$ cat config.mk
export PLATFORM = sky130hd
export DESIGN_NAME = ddr3_cmd_decoder
export DESIGN_NICKNAME = d
export VERILOG_FILES = /design/src/rtl/ddr3_dec_pkg.sv /design/src/rtl/ddr3_pin_class.sv /design/src/rtl/ddr3_cke_resolve.sv /design/src/rtl/ddr3_field_pick.sv /design/src/rtl/ddr3_cmd_decoder.sv
export SDC_FILE = /design/constraint.sdc
export NUM_CORES = 1
export LEC_CHECK = 0
export ABC_AREA = 1
export CELL_PAD_IN_SITES_DETAIL_PLACEMENT = 1
export CELL_PAD_IN_SITES_GLOBAL_PLACEMENT = 1
export CORE_MARGIN = 3
export CORE_UTILIZATION = 30
export DETAILED_ROUTE_END_ITERATION = 10
export PLACE_DENSITY_LB_ADDON = 0.1
export REMOVE_ABC_BUFFERS = 1
export SYNTH_ARGS = -nofsm -noshare
export SYNTH_HDL_FRONTEND = slang
export SYNTH_SLANG_ARGS = --single-unit
$ cat constraint.sdc
create_clock -name clk -period 0.9 [get_ports clk]
set_clock_uncertainty 0.2 [all_clocks]
set_input_delay 0.27 -clock clk [delete_from_list [all_inputs] [get_ports clk]]
set_output_delay 0.27 -clock clk [all_outputs]
set_load 0.02 [all_outputs]
$ cat src/rtl/ddr3_dec_pkg.sv
package ddr3_dec_pkg;

  localparam int CMD_W = 4;
  localparam int BST_W = 2;

  typedef enum logic [CMD_W-1:0] {
    CMD_DESEL = 4'd0,
    CMD_NOP   = 4'd1,
    CMD_MRS   = 4'd2,
    CMD_REF   = 4'd3,
    CMD_ACT   = 4'd4,
    CMD_PRE   = 4'd5,
    CMD_PREA  = 4'd6,
    CMD_WR    = 4'd7,
    CMD_RD    = 4'd8,
    CMD_ZQL   = 4'd9,
    CMD_ZQS   = 4'd10,
    CMD_SRE   = 4'd11,
    CMD_PDE   = 4'd12,
    CMD_WAKE  = 4'd13,
    CMD_HOLD  = 4'd14
  } cmd_e;

  typedef enum logic [BST_W-1:0] {
    BST_FIXED = 2'd0,
    BST_BC4   = 2'd1,
    BST_BL8   = 2'd2
  } burst_e;

  // Pin-level class before clock-enable context is applied
  typedef enum logic [3:0] {
    OP_MRS,
    OP_REF,
    OP_PRE,
    OP_ACT,
    OP_WR,
    OP_RD,
    OP_ZQ,
    OP_NOP,
    OP_DES
  } op_e;

  // {previous, present} clock-enable pair
  typedef enum logic [1:0] {
    CK_HOLD  = 2'b00,
    CK_WAKE  = 2'b01,
    CK_SLEEP = 2'b10,
    CK_RUN   = 2'b11
  } cke_e;

  function automatic logic carries_bank(input cmd_e c);
    return (c == CMD_MRS) || (c == CMD_ACT) || (c == CMD_PRE) ||
           (c == CMD_WR)  || (c == CMD_RD);
  endfunction

  function automatic logic is_access(input cmd_e c);
    return (c == CMD_WR) || (c == CMD_RD);
  endfunction

endpackage

$ cat src/rtl/ddr3_pin_class.sv
module ddr3_pin_class
  import ddr3_dec_pkg::*;
(
  input  logic cs_n,
  input  logic ras_n,
  input  logic cas_n,
  input  logic we_n,
  output op_e  op
);

  always_comb begin
    if (cs_n) begin
      op = OP_DES;
    end else begin
      unique case ({ras_n, cas_n, we_n})
        3'b000:  op = OP_MRS;
        3'b001:  op = OP_REF;
        3'b010:  op = OP_PRE;
        3'b011:  op = OP_ACT;
        3'b100:  op = OP_WR;
        3'b101:  op = OP_RD;
        3'b110:  op = OP_ZQ;
        default: op = OP_NOP;
      endcase
    end
  end

endmodule

$ cat src/rtl/ddr3_cke_resolve.sv
module ddr3_cke_resolve
  import ddr3_dec_pkg::*;
(
  input  logic cke_prev,
  input  logic cke_now,
  input  op_e  op,
  input  logic a10,
  output cmd_e cmd,
  output logic illegal
);

  cke_e phase;
  assign phase = cke_e'({cke_prev, cke_now});

  always_comb begin
    cmd     = CMD_NOP;
    illegal = 1'b0;
    unique case (phase)
      CK_RUN: begin
        unique case (op)
          OP_DES:  cmd = CMD_DESEL;
          OP_NOP:  cmd = CMD_NOP;
          OP_MRS:  cmd = CMD_MRS;
          OP_REF:  cmd = CMD_REF;
          OP_ACT:  cmd = CMD_ACT;
          OP_PRE:  cmd = a10 ? CMD_PREA : CMD_PRE;
          OP_WR:   cmd = CMD_WR;
          OP_RD:   cmd = CMD_RD;
          OP_ZQ:   cmd = a10 ? CMD_ZQL : CMD_ZQS;
          default: cmd = CMD_NOP;
        endcase
      end
      CK_SLEEP: begin
        if (op == OP_REF) begin
          cmd = CMD_SRE;
        end else if ((op == OP_NOP) || (op == OP_DES)) begin
          cmd = CMD_PDE;
        end else begin
          illegal = 1'b1;
        end
      end
      CK_WAKE: begin
        if ((op == OP_NOP) || (op == OP_DES)) begin
          cmd = CMD_WAKE;
        end else begin
          illegal = 1'b1;
        end
      end
      default: cmd = CMD_HOLD;
    endcase
  end

endmodule

$ cat src/rtl/ddr3_field_pick.sv
module ddr3_field_pick
  import ddr3_dec_pkg::*;
#(
  parameter int BA_W = 3
) (
  input  cmd_e            cmd,
  input  logic            illegal,
  input  logic            a10,
  input  logic            a12,
  input  logic            otf_en,
  input  logic [BA_W-1:0] ba,
  output logic            autopre,
  output burst_e          burst,
  output logic [BA_W-1:0] bank
);

  logic access;
  assign access = is_access(cmd) && !illegal;

  always_comb begin
    autopre = access && a10;
    if (!access || !otf_en) begin
      burst = BST_FIXED;
    end else begin
      burst = a12 ? BST_BL8 : BST_BC4;
    end
  end

  // Bank lanes: each bit is gated by whether the command names a bank
  logic keep_bank;
  assign keep_bank = carries_bank(cmd) && !illegal;

  for (genvar gi = 0; gi < BA_W; gi++) begin : g_bank
    assign bank[gi] = ba[gi] & keep_bank;
  end

endmodule

$ cat src/rtl/ddr3_cmd_decoder.sv
module ddr3_cmd_decoder
  import ddr3_dec_pkg::*;
#(
  parameter int BA_W = 3
) (
  input  logic            clk,
  input  logic            rst_n,
  input  logic            cke_prev_i,
  input  logic            cke_i,
  input  logic            cs_n_i,
  input  logic            ras_n_i,
  input  logic            cas_n_i,
  input  logic            we_n_i,
  input  logic [BA_W-1:0] ba_i,
  input  logic            a10_i,
  input  logic            a12_i,
  input  logic            otf_en_i,
  output logic [3:0]      cmd_o,
  output logic            autopre_o,
  output logic [1:0]      burst_o,
  output logic [BA_W-1:0] bank_o,
  output logic            illegal_o
);

  op_e             op_w;
  cmd_e            cmd_w;
  logic            ill_w;
  logic            ap_w;
  burst_e          bst_w;
  logic [BA_W-1:0] bank_w;

  ddr3_pin_class u_class (
    .cs_n  (cs_n_i),
    .ras_n (ras_n_i),
    .cas_n (cas_n_i),
    .we_n  (we_n_i),
    .op    (op_w)
  );

  ddr3_cke_resolve u_resolve (
    .cke_prev (cke_prev_i),
    .cke_now  (cke_i),
    .op       (op_w),
    .a10      (a10_i),
    .cmd      (cmd_w),
    .illegal  (ill_w)
  );

  ddr3_field_pick #(.BA_W(BA_W)) u_fields (
    .cmd     (cmd_w),
    .illegal (ill_w),
    .a10     (a10_i),
    .a12     (a12_i),
    .otf_en  (otf_en_i),
    .ba      (ba_i),
    .autopre (ap_w),
    .burst   (bst_w),
    .bank    (bank_w)
  );

  cmd_e            cmd_q;
  logic            ap_q;
  burst_e          bst_q;
  logic [BA_W-1:0] bank_q;
  logic            ill_q;

  always_ff @(posedge clk or negedge rst_n) begin
    if (!rst_n) begin
      cmd_q  <= CMD_DESEL;
      ap_q   <= 1'b0;
      bst_q  <= BST_FIXED;
      bank_q <= '0;
      ill_q  <= 1'b0;
    end else begin
      cmd_q  <= cmd_w;
      ap_q   <= ap_w;
      bst_q  <= bst_w;
      bank_q <= bank_w;
      ill_q  <= ill_w;
    end
  end

  assign cmd_o     = cmd_q;
  assign autopre_o = ap_q;
  assign burst_o   = bst_q;
  assign bank_o    = bank_q;
  assign illegal_o = ill_q;

  p_desel_r2: assert property (@(posedge clk) disable iff (!rst_n)
    (cke_prev_i && cke_i && cs_n_i) |=> (cmd_o == CMD_DESEL));

  p_hold_r10: assert property (@(posedge clk) disable iff (!rst_n)
    (!cke_prev_i && !cke_i) |=> (cmd_o == CMD_HOLD && !illegal_o));

  p_sre_r8: assert property (@(posedge clk) disable iff (!rst_n)
    (cke_prev_i && !cke_i && !cs_n_i && !ras_n_i && !cas_n_i && we_n_i)
      |=> (cmd_o == CMD_SRE));

  p_fixed_burst_r6: assert property (@(posedge clk) disable iff (!rst_n)
    !otf_en_i |=> (burst_o == BST_FIXED));

  p_autopre_rw_r5: assert property (@(posedge clk) disable iff (!rst_n)
    autopre_o |-> (cmd_o == CMD_WR || cmd_o == CMD_RD));

  p_illegal_nop_r11: assert property (@(posedge clk) disable iff (!rst_n)
    illegal_o |-> (cmd_o == CMD_NOP && !autopre_o && burst_o == BST_FIXED &&
                   bank_o == '0));

endmodule

==> summary.txt <==
LAYOUT
-------------------------------------------------------------------------------------------------
Net count reported at finish .......................................................          165
Fin util ...........................................................................        69.1%
Multi-input gate area ..............................................................     593 um^2
Fill cell instance count of the final layout .......................................          234
Layout Area Growth over Synthesis ..................................................         105%
Antenna cell count .................................................................            0
Ratio of cells with drive above 1 in the final layout ..............................        62.3%
Area used by sequential logic in the layout ........................................     275 um^2

ROUTING
-------------------------------------------------------------------------------------------------
Wire length per cell ...............................................................      18.5 um
Post-detailed-route count of antenna-violating nets ................................            0
Vias per cell ......................................................................         5.08
Wirelength, routed .................................................................      3200 um
Routed vias ........................................................................          879
DRC violations left ................................................................            0
Count of TritonRoute iterations in the first routing pass ..........................            4
Starting DRC count in detailed routing .............................................           17

DIE
-------------------------------------------------------------------------------------------------
Area enclosed by the die boundary .................................................. 0.00296 mm^2
Die height .........................................................................      54.4 um
Cell Rows ..........................................................................           16
Effective utilization at floorplan .................................................        33.8%
Width of the die ...................................................................      54.4 um
IO Pins ............................................................................           25
Core box area ...................................................................... 0.00208 mm^2

SYNTH
-------------------------------------------------------------------------------------------------
Simple logic cell fraction of the synthesized area .................................        38.4%
Combined area of all synthesized cells .............................................     703 um^2
Sequential share of the synthesized area ...........................................        39.1%
Largest family of logic cells by synthesized area .................................. simple AND/OR/NAND/NOR gates
Multiplexer share of the synthesized area ..........................................           0%
Cell taking the most area after synthesis ..........................................      dfrtp_1
Number of synthesized register bits ................................................           11
Post-Syn Area per Cell .............................................................    7.10 um^2
Number of distinct library cell variants in the gate-level netlist after synthesis .           14
Fraction of synthesized cell area in xor and xnor cells ............................           0%
Top post-synthesis cells by area ................................................... dfrtp_1 39%, nand2_1 12%, nand3_1 11%
Synthesized-area fraction occupied by ao, oa, aoi and oai cells ....................        5.69%
Area fraction of the dominant cell type after synthesis ............................        39.1%
Yosys synthesis warning count ......................................................            0
Cells after synthesis ..............................................................           99
Post-synthesis adder-cell area fraction ............................................        7.12%

SETUP PATH
-------------------------------------------------------------------------------------------------
Worst Setup Start Kind ............................................................. primary input
Crit. End Element ..................................................................    flip-flop
Type of the worst setup path .......................................................    in -> reg
Critical path required time ........................................................      0.92 ns
Worst path most repeated cell ......................................................      nand2_1
Critical path data arrival time ....................................................      1.65 ns
Crit path largest cell delay .......................................................      0.20 ns
Critical path cell sequence ........................................................ buf_12, nor2_4, nand3_2, nand2_1, nand2_1, nand2_2, nand4_1, nor2_1, nand2_1, nand2_2, nand3_2, nor2_1
Critical Path Slowest Stage Cell ...................................................       nor2_1
Worst-path fanout max ..............................................................            4

TIMING
-------------------------------------------------------------------------------------------------
Final min period ...................................................................      1.64 ns
Setup repair after global routing missed its margin ................................         true
Highest Clock Rate .................................................................    0.611 GHz
Worst-case setup margin in the final layout ........................................    -0.736 ns
Slew at the pin closest to its max-slew limit ......................................     0.237 ns
Slew headroom ......................................................................        84.2%
Max Transition Viols Final .........................................................            0
Final hold violation count .........................................................            0
Ratio of final minimum period to clock period ......................................         182%
Number of setup violations in the final report .....................................           22

PLACE
-------------------------------------------------------------------------------------------------
Worst slack at placement ...........................................................     -1.34 ns
Routability-driven placement congestion ratio ......................................        0.856
Detailed placement HPWL ............................................................      1530 um
Number of port buffers .............................................................           24

CLOCK TREE
-------------------------------------------------------------------------------------------------
Maximum count of clock buffers along a single path .................................            2
TritonCTS Buffers ..................................................................            3
TritonCTS clock tree ...............................................................         done
Clock net sink count ...............................................................           11
Clock tree root buffer cell ........................................................     clkbuf_4
Quantity of hold-fixing buffers added after cts ....................................            0
Number of H-tree branching levels ..................................................            1
Clock-pin slew on the worst setup and hold paths ...................................      0.08 ns

GLOBAL ROUTING
-------------------------------------------------------------------------------------------------
Wire length of the first global-routing pass .......................................      3910 um
GR Overflow Total ..................................................................            0
Via count of the first global-routing pass .........................................          913
Largest net degree at the start of global routing ..................................           12
Number of antenna violations at the first check in global routing ..................            0
Tot GR Track Use ...................................................................        18.5%

POWER
-------------------------------------------------------------------------------------------------
Total Power Consumption ............................................................    0.00150 W
Maximum resistive drop on vdd ......................................................     0.668 mV
LEAKAGE ............................................................................     0.728 nW
Areal power density over the cells ................................................. 1040 mW/mm^2

WORST HOLD PATH
-------------------------------------------------------------------------------------------------
Worst hold path class ..............................................................  in -> async

RUN STATUS
-------------------------------------------------------------------------------------------------
Violations in the final reports .................................................... setup timing
Result of the run .................................................................. complete, but fails checks

JOB
-------------------------------------------------------------------------------------------------
Max Cap Violations .................................................................            0

## cell usage in the layout (no fill, tap or decap), drive strengths merged
cell type and instances:
o21ai 1, inv 18, a21oi 4, clkbuf 4, nand4 1, clkdlybuf4s50 6, ha 4, nand2 27
nand3 18, nor2 14, dfrtp 11, a21o 1, buf 37
## final cells by class
cell class	count	area share, %
timing repair buffer	43	29.6
clock buffer	4	1.83
sequential	11	19.1
inverter	18	5.91
tap	27	2.35
multi-input combinational	70	41.2
## synthesized netlist by cell type
cell / n
ha_1: 4
inv_2: 2
nand3_1: 16
a21oi_2: 2
a21o_1: 1
inv_1: 16
nor2_1: 14
nand2_2: 4
nand3_2: 2
dfrtp_1: 11
a21oi_1: 2
nand4_1: 1
o21ai_0: 1
nand2_1: 23
## kinds of logic after synthesis
group                      count (synthesis)
DFF                                       11
and+or+nand+nor                           60
adders and majority gates                  4
buffers and inverters                     18
AOI/OAI and AO/OA                          6
## worst paths after layout
| kind | startpoint | to | slack, ns | cells past startpoint |
|---|---|---|---|---|
| max | cas_n_i | burst_o[1]$_DFF_PN0_ | -0.74 | 12 |
| min | rst_n | cmd_o[3]$_DFF_PN0_ | 0.10 | 2 |
| min in group clk | a10_i | autopre_o$_DFF_PN0_ | 0.18 | 4 |
| max in group asynchronous | rst_n | bank_o[1]$_DFF_PN0_ | 0.29 | 2 |
## flip-flops by register name (all words and copies together), names as in the netlist
name / count
autopre_o: 1
bank_o: 3
burst_o: 2
cmd_o: 4
illegal_o: 1
## layer usage
layer | part of all wire, % | global-route usage (%) | vias to the layer above
li1 | - | - | 402
met1 | 36 | 17.5 | 408
met2 | 52 | 38.2 | 52
met3 | 7.3 | 3.00 | 17
met4 | 4.2 | 7.05 | 0
met5 | 0 | 0 | -
## stage by stage
stage / setup TNS [ns] / hold slack (ns) / cell area [um^2] / std cells
after floorplan: -4.77 / -0.226 / 703 / 99
after global placement: -17.55 / 0.409 / 1070 / 161
after detailed placement: -18.19 / 0.411 / 1070 / 161
after CTS: -7.97 / 0.122 / 1380 / 171
after global routing: -10.92 / 0.115 / 1440 / 173
final: -9.83 / 0.100 / 1440 / 173
## worst max-delay path: cells and delay by family
family                 cells  cell delay, ns
AND/OR/NAND/NOR           11            1.27
buffers and inverters      1            0.11
## where the power goes
part | internal [W] | switching [W]
Clock | 0.000173 | 0.000189
Sequential | 0.000524 | 0.0000146
Combinational | 0.000278 | 0.000323
## repair_timing
action / in CTS / in global routing
gates resized for setup: 161 / 14
buffers inserted: 6 / 2
endpoints found under the hold margin: 0 / 0
pin swaps: 23 / 16
cloned: 0 / 0
setup endpoints to repair: 22 / 22
(Power assumes the default switching activity.)
